===== config.mk =====
export PLATFORM = sky130hd
export DESIGN_NAME = xlt_translator
export DESIGN_NICKNAME = d
export VERILOG_FILES = /design/src/rtl/xlt_pkg.sv /design/src/rtl/xlt_table.sv /design/src/rtl/xlt_match.sv /design/src/rtl/xlt_pack.sv /design/src/rtl/xlt_translator.sv
export SDC_FILE = /design/constraint.sdc
export NUM_CORES = 2
export LEC_CHECK = 0
export ABC_AREA = 1
export CORE_MARGIN = 1.5
export CORE_UTILIZATION = 44
export DETAILED_ROUTE_END_ITERATION = 10
export GPL_ROUTABILITY_DRIVEN = 0
export SETUP_SLACK_MARGIN = 0.3
export SYNTH_ARGS = -nofsm -noshare
export SYNTH_HDL_FRONTEND = slang
export SYNTH_SLANG_ARGS = --single-unit
export TNS_END_PERCENT = 1

===== constraint.sdc =====
create_clock -name clk -period 6.05 [get_ports clk]
set_input_delay 1.21 -clock clk [delete_from_list [all_inputs] [get_ports clk]]
set_output_delay 1.21 -clock clk [all_outputs]
set_load 0.02 [all_outputs]

===== src/rtl/xlt_pkg.sv =====
package xlt_pkg;
  localparam int PRIV_W = 4;

  localparam logic [PRIV_W-1:0] PRIV_USER  = 4'b0001;
  localparam logic [PRIV_W-1:0] PRIV_SUPER = 4'b0010;
  localparam logic [PRIV_W-1:0] PRIV_HYPER = 4'b0100;
  localparam logic [PRIV_W-1:0] PRIV_MACH  = 4'b1000;

  typedef enum logic [1:0] {
    VAR_TRAP = 2'd0,
    VAR_ZERO = 2'd1,
    VAR_MONE = 2'd2,
    VAR_RSVD = 2'd3
  } variant_e;

  // built-in interfaces: identifier k (device 0) maps to handle k
  localparam int NUM_BUILTIN = 2;

  function automatic logic is_onehot4(input logic [PRIV_W-1:0] p);
    return (p != '0) && ((p & (p - 1'b1)) == '0);
  endfunction
endpackage


===== src/rtl/xlt_table.sv =====
module xlt_table #(
  parameter int ENTRIES = 16,
  parameter int ID_W    = 20,
  parameter int DEV_W   = 12,
  localparam int IDX_W  = $clog2(ENTRIES)
) (
  input  logic                      clk,
  input  logic                      rst_n,
  input  logic                      wr_en,
  input  logic [IDX_W-1:0]          wr_idx,
  input  logic                      wr_valid,
  input  logic [ID_W-1:0]           wr_ident,
  input  logic [DEV_W-1:0]          wr_dev,
  input  logic [xlt_pkg::PRIV_W-1:0] wr_mask,
  input  logic [DEV_W-1:0]          wr_handle,
  output logic                      ent_valid  [ENTRIES],
  output logic [ID_W-1:0]           ent_ident  [ENTRIES],
  output logic [DEV_W-1:0]          ent_dev    [ENTRIES],
  output logic [xlt_pkg::PRIV_W-1:0] ent_mask  [ENTRIES],
  output logic [DEV_W-1:0]          ent_handle [ENTRIES]
);
  for (genvar g = 0; g < ENTRIES; g++) begin : g_ent
    always_ff @(posedge clk or negedge rst_n) begin
      if (!rst_n) begin
        ent_valid[g]  <= 1'b0;
        ent_ident[g]  <= '0;
        ent_dev[g]    <= '0;
        ent_mask[g]   <= '0;
        ent_handle[g] <= '0;
      end else if (wr_en && (wr_idx == IDX_W'(g))) begin
        ent_valid[g]  <= wr_valid;
        ent_ident[g]  <= wr_ident;
        ent_dev[g]    <= wr_dev;
        ent_mask[g]   <= wr_mask;
        ent_handle[g] <= wr_handle;
      end
    end
  end
endmodule


===== src/rtl/xlt_match.sv =====
module xlt_match #(
  parameter int ENTRIES = 16,
  parameter int ID_W    = 20,
  parameter int DEV_W   = 12
) (
  input  logic                       ent_valid  [ENTRIES],
  input  logic [ID_W-1:0]            ent_ident  [ENTRIES],
  input  logic [DEV_W-1:0]           ent_dev    [ENTRIES],
  input  logic [xlt_pkg::PRIV_W-1:0] ent_mask   [ENTRIES],
  input  logic [DEV_W-1:0]           ent_handle [ENTRIES],
  input  logic [ID_W-1:0]            key_ident,
  input  logic [DEV_W-1:0]           key_dev,
  input  logic [xlt_pkg::PRIV_W-1:0] key_priv,
  output logic                       hit,
  output logic [DEV_W-1:0]           handle
);
  import xlt_pkg::*;

  logic             priv_ok;
  logic [ENTRIES-1:0] ent_hit;
  logic [NUM_BUILTIN-1:0] bi_hit;

  assign priv_ok = is_onehot4(key_priv);

  for (genvar g = 0; g < ENTRIES; g++) begin : g_cmp
    assign ent_hit[g] = priv_ok && ent_valid[g] &&
                        (ent_ident[g] == key_ident) &&
                        (ent_dev[g] == key_dev) &&
                        ((ent_mask[g] & key_priv) != '0);
  end

  for (genvar b = 0; b < NUM_BUILTIN; b++) begin : g_bi
    assign bi_hit[b] = priv_ok && (key_dev == '0) &&
                       (key_ident == ID_W'(b + 1));
  end

  always_comb begin
    hit    = 1'b0;
    handle = '0;
    // walk downward so the lowest index is the last to assign
    for (int i = ENTRIES - 1; i >= 0; i--) begin
      if (ent_hit[i]) begin
        hit    = 1'b1;
        handle = ent_handle[i];
      end
    end
    // built-in interfaces override the table
    for (int b = 0; b < NUM_BUILTIN; b++) begin
      if (bi_hit[b]) begin
        hit    = 1'b1;
        handle = DEV_W'(b + 1);
      end
    end
  end
endmodule


===== src/rtl/xlt_pack.sv =====
module xlt_pack #(
  parameter int XLEN  = 32,
  parameter int DEV_W = 12
) (
  input  logic             hit,
  input  logic [DEV_W-1:0] handle,
  input  logic [XLEN-1:0]  data,
  input  logic [1:0]       variant,
  output logic [XLEN-1:0]  result
);
  import xlt_pkg::*;

  logic [XLEN-1:0] shifted;
  logic [XLEN-1:0] fallback;

  assign shifted = data << DEV_W;

  always_comb begin
    unique case (variant)
      VAR_ZERO: fallback = XLEN'(1);
      VAR_MONE: fallback = XLEN'(2);
      default:  fallback = '0;
    endcase
  end

  assign result = hit ? (shifted | {{(XLEN-DEV_W){1'b0}}, handle}) : fallback;
endmodule


===== src/rtl/xlt_translator.sv =====
module xlt_translator #(
  parameter int XLEN    = 32,
  parameter int DEV_W   = 12,
  parameter int ENTRIES = 16,
  localparam int ID_W   = XLEN - DEV_W,
  localparam int IDX_W  = $clog2(ENTRIES)
) (
  input  logic              clk,
  input  logic              rst_n,
  input  logic              cfg_we,
  input  logic [IDX_W-1:0]  cfg_idx,
  input  logic              cfg_valid,
  input  logic [ID_W-1:0]   cfg_ident,
  input  logic [DEV_W-1:0]  cfg_dev,
  input  logic [3:0]        cfg_priv,
  input  logic [DEV_W-1:0]  cfg_handle,
  input  logic              req_valid,
  output logic              req_ready,
  input  logic [XLEN-1:0]   req_src,
  input  logic [XLEN-1:0]   req_data,
  input  logic [3:0]        req_priv,
  input  logic [1:0]        req_variant,
  output logic              rsp_valid,
  input  logic              rsp_ready,
  output logic [XLEN-1:0]   rsp_data
);
  logic             ent_valid  [ENTRIES];
  logic [ID_W-1:0]  ent_ident  [ENTRIES];
  logic [DEV_W-1:0] ent_dev    [ENTRIES];
  logic [3:0]       ent_mask   [ENTRIES];
  logic [DEV_W-1:0] ent_handle [ENTRIES];

  logic             lk_hit;
  logic [DEV_W-1:0] lk_handle;
  logic [XLEN-1:0]  lk_result;
  logic             accept;

  xlt_table #(.ENTRIES(ENTRIES), .ID_W(ID_W), .DEV_W(DEV_W)) u_table (
    .clk        (clk),
    .rst_n      (rst_n),
    .wr_en      (cfg_we),
    .wr_idx     (cfg_idx),
    .wr_valid   (cfg_valid),
    .wr_ident   (cfg_ident),
    .wr_dev     (cfg_dev),
    .wr_mask    (cfg_priv),
    .wr_handle  (cfg_handle),
    .ent_valid  (ent_valid),
    .ent_ident  (ent_ident),
    .ent_dev    (ent_dev),
    .ent_mask   (ent_mask),
    .ent_handle (ent_handle)
  );

  xlt_match #(.ENTRIES(ENTRIES), .ID_W(ID_W), .DEV_W(DEV_W)) u_match (
    .ent_valid  (ent_valid),
    .ent_ident  (ent_ident),
    .ent_dev    (ent_dev),
    .ent_mask   (ent_mask),
    .ent_handle (ent_handle),
    .key_ident  (req_src[XLEN-1:DEV_W]),
    .key_dev    (req_src[DEV_W-1:0]),
    .key_priv   (req_priv),
    .hit        (lk_hit),
    .handle     (lk_handle)
  );

  xlt_pack #(.XLEN(XLEN), .DEV_W(DEV_W)) u_pack (
    .hit     (lk_hit),
    .handle  (lk_handle),
    .data    (req_data),
    .variant (req_variant),
    .result  (lk_result)
  );

  assign req_ready = !rsp_valid || rsp_ready;
  assign accept    = req_valid && req_ready;

  always_ff @(posedge clk or negedge rst_n) begin
    if (!rst_n) begin
      rsp_valid <= 1'b0;
      rsp_data  <= '0;
    end else if (accept) begin
      rsp_valid <= 1'b1;
      rsp_data  <= lk_result;
    end else if (rsp_ready) begin
      rsp_valid <= 1'b0;
    end
  end
endmodule


# Yosys cells after proc, flatten, opt, wreduce, memory -nomap -nowiden
# Cells that the tools add are included.
# totals
ff_bits	817
latch_bits	0
ramBits	0
romBits	0
inputBits	128
out_inout_bits	34
elab_cells	300
memories	0
# op_classes
n_addsub	1
mul	0
n_div	0
magnitude_cmp	0
eq_ne	51
shift	0
mux	40
n_bitwise	18
reduce_logical	108
# op_table
operator	count
$eq 20x20->1	16
$mux 12	18
$eq 12x12->1	16
$logic_and 1x1->1	85
$and 4x4->4	17
$reduce_bool 4->1	17
$eq 4x4->1 const B	8
$mux 32	1
$or 32x12->32	1
$eq 20x1->1 const B	1
$eq 20x2->1 const B	1
$mux 1	20
$eq 4x3->1 const B	4
$logic_not 12->1	1
$eq 4x2->1 const B	2
$logic_not 4->1	2
$eq 4x1->1 const B	1
$pmux 2 s2	1
$sub 4x1->4 const B	1
$eq 2x1->1 const B	1
$eq 2x2->1 const B	1
$reduce_bool 2->1	1
$logic_not 1->1	1
$logic_or 1x1->1	1

# Depth between registers and ports, before layout
# logic_depth
depth_word	28
mapped_depth	33
ltp_nobuf	31

# By module
# Synthesis repeated with hierarchy kept, for this count alone.
# unflattened
cells_unflattened	5827
area_unflattened_um2	44042.2
# modules_own_cells
module	n_inst	cells_per_inst	area_per_inst_um2	seq_area_each_um2
xlt_table	1	3733	32542.5	19618.8
xlt_match	1	1878	9863.2	0.0
xlt_translator	1	143	1335.0	825.8
xlt_pack	1	73	301.5	0.0

# Least setup slack after synthesis
# No wires, ideal clock.
# synth_path
path_type	input -> register
from	input req_src[4]
to	register rsp_data[1]
setup_time_ps	113
arrival_time_ps	3219
t_required_ps	5937
slack_ps	2718
cell_stages	18
path_buffers	3
path_cell_list	buf_4 > inv_2 > buf_4 > o21ai_1 > or4_4 > nor4_4 > buf_4 > a21oi_1 > nand2_1 > nand2_1 > nand2_1 > nand2_1 > nand2_1 > nand2_1 > nand2_1 > nand3_1 > nand2_1 > inv_1
# synth_via
elab_chain_len	23
word_cells_on_any_way	90
classes_between	eq/ne (16); mux (37); bitwise (1); reduce/logical (36)
# synth_lines
element	line_no	text
start, declared	xlt_translator.sv:19	input logic [XLEN-1:0] req_src,
$eq 12x12->1	xlt_match.sv:28	(ent_dev[g] == key_dev) &&
$logic_and 1x1->1	xlt_match.sv:27	(ent_ident[g] == key_ident) &&
$logic_and 1x1->1	xlt_match.sv:28	
$mux 12 (16 in a row)	xlt_match.sv:42	if (ent_hit[i]) begin
$mux 12 (2 in a row)	xlt_match.sv:49	if (bi_hit[b]) begin
$or 32x12->32	xlt_pack.sv:26	assign result = hit ? (shifted | {{(XLEN-DEV_W){1'b0}}, handle}) : fallback;
$mux 32 (*)	xlt_pack.sv:26	
end signal, assigned	xlt_translator.sv:85	rsp_data <= lk_result;
end, declared	xlt_translator.sv:25	output logic [XLEN-1:0] rsp_data
# Every way passes the cells marked *; elsewhere a longest branch is shown, timed or not.
# A chain may end at the register's enable or synchronous reset.

# Worst setup path after layout
# layout_path
from	input req_priv[1]
to	register rsp_data[9]
# layout_via
elab_chain_len	28
word_cells_on_any_way	142
classes_between	add/sub (1); mux (37); bitwise (18); reduce/logical (86)
# layout_lines
element	line_no	text
start, declared	xlt_translator.sv:21	input logic [3:0] req_priv,
$sub 4x1->4	xlt_pkg.sv:20	return (p != '0) && ((p & (p - 1'b1)) == '0);
$and 4x4->4	xlt_pkg.sv:20	
$logic_not 4->1	xlt_pkg.sv:20	
$logic_and 1x1->1	xlt_pkg.sv:20	
$logic_and 1x1->1 (2 in a row)	xlt_match.sv:26	assign ent_hit[g] = priv_ok && ent_valid[g] &&
$logic_and 1x1->1	xlt_match.sv:27	
$logic_and 1x1->1	xlt_match.sv:28	
$mux 12 (16 in a row)	xlt_match.sv:42	
$mux 12 (2 in a row)	xlt_match.sv:49	
$or 32x12->32	xlt_pack.sv:26	
$mux 32 (*)	xlt_pack.sv:26	
# Marked as above.

==> flow_metrics.py <==
metrics = {
    "sta": {
        "grt_setup_unrepaired": "false",
        "setup_viol": 0,
        "fin_ws_ps": 1230,
        "tightest_slew_ps": 1280,
        "fmax_mhz": 207,
        "hold_viol_final": 0,
        "setup_tns_ps": 0,
        "fin_crit_sh_pct": 79.7,
        "finClkSkew_ps": 38.6,
        "finalCriticalPeriod_ps": 4820,
        "relSlewSlack_pct": 14.8,
        "drv_slew": 0,
    },
    "detailed_routing": {
        "vias": 34362,
        "antenna_left": 0,
        "vias_per_cell": 5.73,
        "routed_wl_mm": 144,
        "dr.pass1.iters": 6,
        "drt_iter0_drc": 4669,
        "wl_per_cell_um": 24.0,
        "post-route-drc-count": 0,
    },
    "die": {
        "start_util_pct": 44.7,
        "num_rows": 108,
        "io_pins": 162,
        "die_x_um": 301,
        "die_h_um": 301,
        "die-area_um2": 90400,
        "core_area_um2": 87300,
    },
    "worst_setup_path": {
        "rr_worst_depth": 21,
        "crit_type": "in -> reg",
        "crit_required_ps": 6610,
        "setup.worst_path.end_class": "register",
        "arrival_ps": 5380,
        "r2r_setup_slack_ps": 2740,
        "critPathLaunchType": "input pin",
        "worst-path-max-fanout": 10,
        "r2r_start": "u_table.ent_ident[122]",
        "rr_endpoint": "rsp_data[9]",
    },
    "synthesis": {
        "avgSynthCellArea_um2": 8.20,
        "mappedNetlistArea_um2": 39000,
        "async_reset_ff_share_pct": 100,
        "synth.distinct_cells": 58,
        "synth-main-ff-cell": "dfrtp_1",
        "yosysMostFrequentCell": "nand2_1",
        "synthTopCellsByCount": "nand2_1, o21ai_0, dfrtp_1, nor2_1, clkbuf_1",
        "yosysTopAreaCell": "dfrtp_1",
        "syn_nets": 4883,
        "synth_edf_count": 0,
        "synth_top_area_share_pct": 52.4,
        "synth_seq_area_share_pct": 52.4,
        "yosys_warnings": 0,
        "ys_ff_latch": 817,
        "yosys-top-cells-area": "dfrtp_1, nand2_1, o21ai_0, nor2_1, clkbuf_1",
        "syn_inst": 4755,
    },
    "grt": {
        "grt_pass1_wl_mm": 211,
        "grt_max_degree": 162,
        "antenna_found_initial": 16,
        "grt_usage_pct": 31.7,
        "grt-ovfl-total": 0,
        "grt_pass1_vias": 31527,
    },
    "layout": {
        "nNetsFinal": 4905,
        "design_area_um2": 44200,
        "final_cells": 6001,
        "fillers": 8483,
        "area_delta_synth_final_pct": 13.5,
        "drive_gt1_share_pct": 7.27,
    },
    "clocking": {
        "path_clk_slew_ps": 60,
        "h-tree-depth": 3,
        "hold_buffers": 0,
        "post-cts-setup-buffer-count": 0,
        "cts_tree": "yes",
        "clkLatencyLatePin_ps": 660,
        "cts_buffers": 90,
        "cts_buffer_depth": 3,
        "cts_num_sinks": 817,
        "ctsResizeCount": 0,
        "root_buffer": "clkbuf_16",
    },
    "outcome": {
        "status": "finished clean",
    },
    "min_path": {
        "min_to": "rsp_data[26]",
        "hold_path_depth": 2,
        "hold_class": "reg -> reg",
        "hp-start": "rsp_data[26]",
    },
    "power_and_ir_drop": {
        "seqPwrFrac_pct": 47.6,
        "p_comb_share_pct": 16.8,
        "switchingPower_uw": 4650,
        "p_leak_uw": 0.0209,
        "cellPowerDensity_nw_per_um2": 348,
        "swShare_pct": 30.2,
        "intPower_uw": 10700,
        "ir_worst_vdd_v": 0.000246,
        "power_frac_clock_pct": 35.6,
    },
    "placed_design": {
        "place_ws_ps": 793,
        "dp.cells": 5840,
        "postPlaceCellArea_um2": 41300,
        "dp_hpwl_mm": 89.6,
        "port_buffers": 149,
    },
    "run": {
        "drv_cap": 0,
    },
}
==> critical path, cell delays in order <==
cell and delay (ps):
clkdlybuf4s50_1 890, inv_2 40, nand2_1 80, nand2_1 80, a21oi_4 520, buf_4 280
nand4_1 240, nor2_1 240, nand4_2 370, inv_1 230, buf_4 210, a21oi_1 50
nand2_1 70, nand2_1 70, nand2_1 160, nand2_1 80, nand2_1 60, nand2_1 60
nand2_1 60, o21ai_1 60, nand2_1 60, nand2_1 80, nand2_1 60, nand2_1 40
nand2_1 50
==> stage by stage <==
stage / total power (µW) / util [%] / hold slack (ps)
finish: 15400 / 50.7 / 478
CTS: 15400 / 50.7 / 480
global placement: 9830 / 47.3 / 459
global route: 16100 / 50.7 / 501
detailed placement: 9910 / 47.3 / 464
floorplan: 8920 / - / 446
==> layout by cell type (no fill, tap or decap), types with 21 or more instances in the layout <==
cell type        instances
nand2_1               1478
o21ai_0                895
dfrtp_1                817
nor2_1                 276
inv_1                  203
clkdlybuf4s50_1        148
a21oi_1                135
buf_4                  116
clkbuf_16               94
o22ai_1                 91
xnor2_1                 73
a22o_1                  67
nand4_1                 53
nor4_1                  45
nand3_1                 42
xor2_1                  38
o21ai_1                 36
inv_2                   31
clkbuf_1                21
==> worst max path at each step <==
stage                      startpoint          end  slack [ps]
after detailed placement  req_priv[1]  rsp_data[1]         790
after CTS                 req_priv[1]  rsp_data[7]        1450
final                     req_priv[1]  rsp_data[9]        1230
after global placement    req_priv[1]  rsp_data[7]         800
after floorplan            req_src[4]  rsp_data[1]        2720
after global routing      req_priv[1]  rsp_data[7]        1120
==> metal layers <==
layer	GRT usage (%)	share of wire [%]	vias up
met5	0	0.042	-
met3	7.23	12	320
met4	13.6	4.7	10
met1	46.2	42	16639
li1	-	-	15691
met2	45.1	41	1702
==> final cells by class <==
cell class / instances / area, µm² / share of cell area, %
well taps: 1155 / 1450 / 3.27
clock buffers: 134 / 2690 / 6.09
diodes: 3 / 7.51 / 0.0170
repair buffers: 272 / 2510 / 5.67
multi-input cells: 3358 / 16000 / 36.2
flip-flops and latches: 817 / 20400 / 46.2
clock inverters: 24 / 220 / 0.498
inverters: 238 / 901 / 2.04
==> kinds of logic after synthesis <==
group,synth area share [%]
xor+xnor,2.49
mux,0.0257
buf+inv,6.81
flops,52.4
simple gates,20.6
compound gates,17.6
==> power groups by stage <==
| stage | registers [µW] | logic [µW] | clock network [µW] |
|---|---|---|---|
| CTS | 7290 | 2550 | 5540 |
| global route | 7450 | 2920 | 5760 |
| floorplan | 7180 | 1740 | 0 |
| detailed placement | 7370 | 2540 | 0 |
| finish | 7320 | 2580 | 5480 |
| global placement | 7350 | 2480 | 0 |
==> state kept, by name (all words and copies together) (netlist names) <==
name	flops
u_table.ent_valid	16
u_table.ent_mask	64
rsp_data	32
u_table.ent_handle	192
u_table.ent_ident	320
u_table.ent_dev	192
rsp_valid	1
Note: power is estimated with default switching activity, not from simulation.
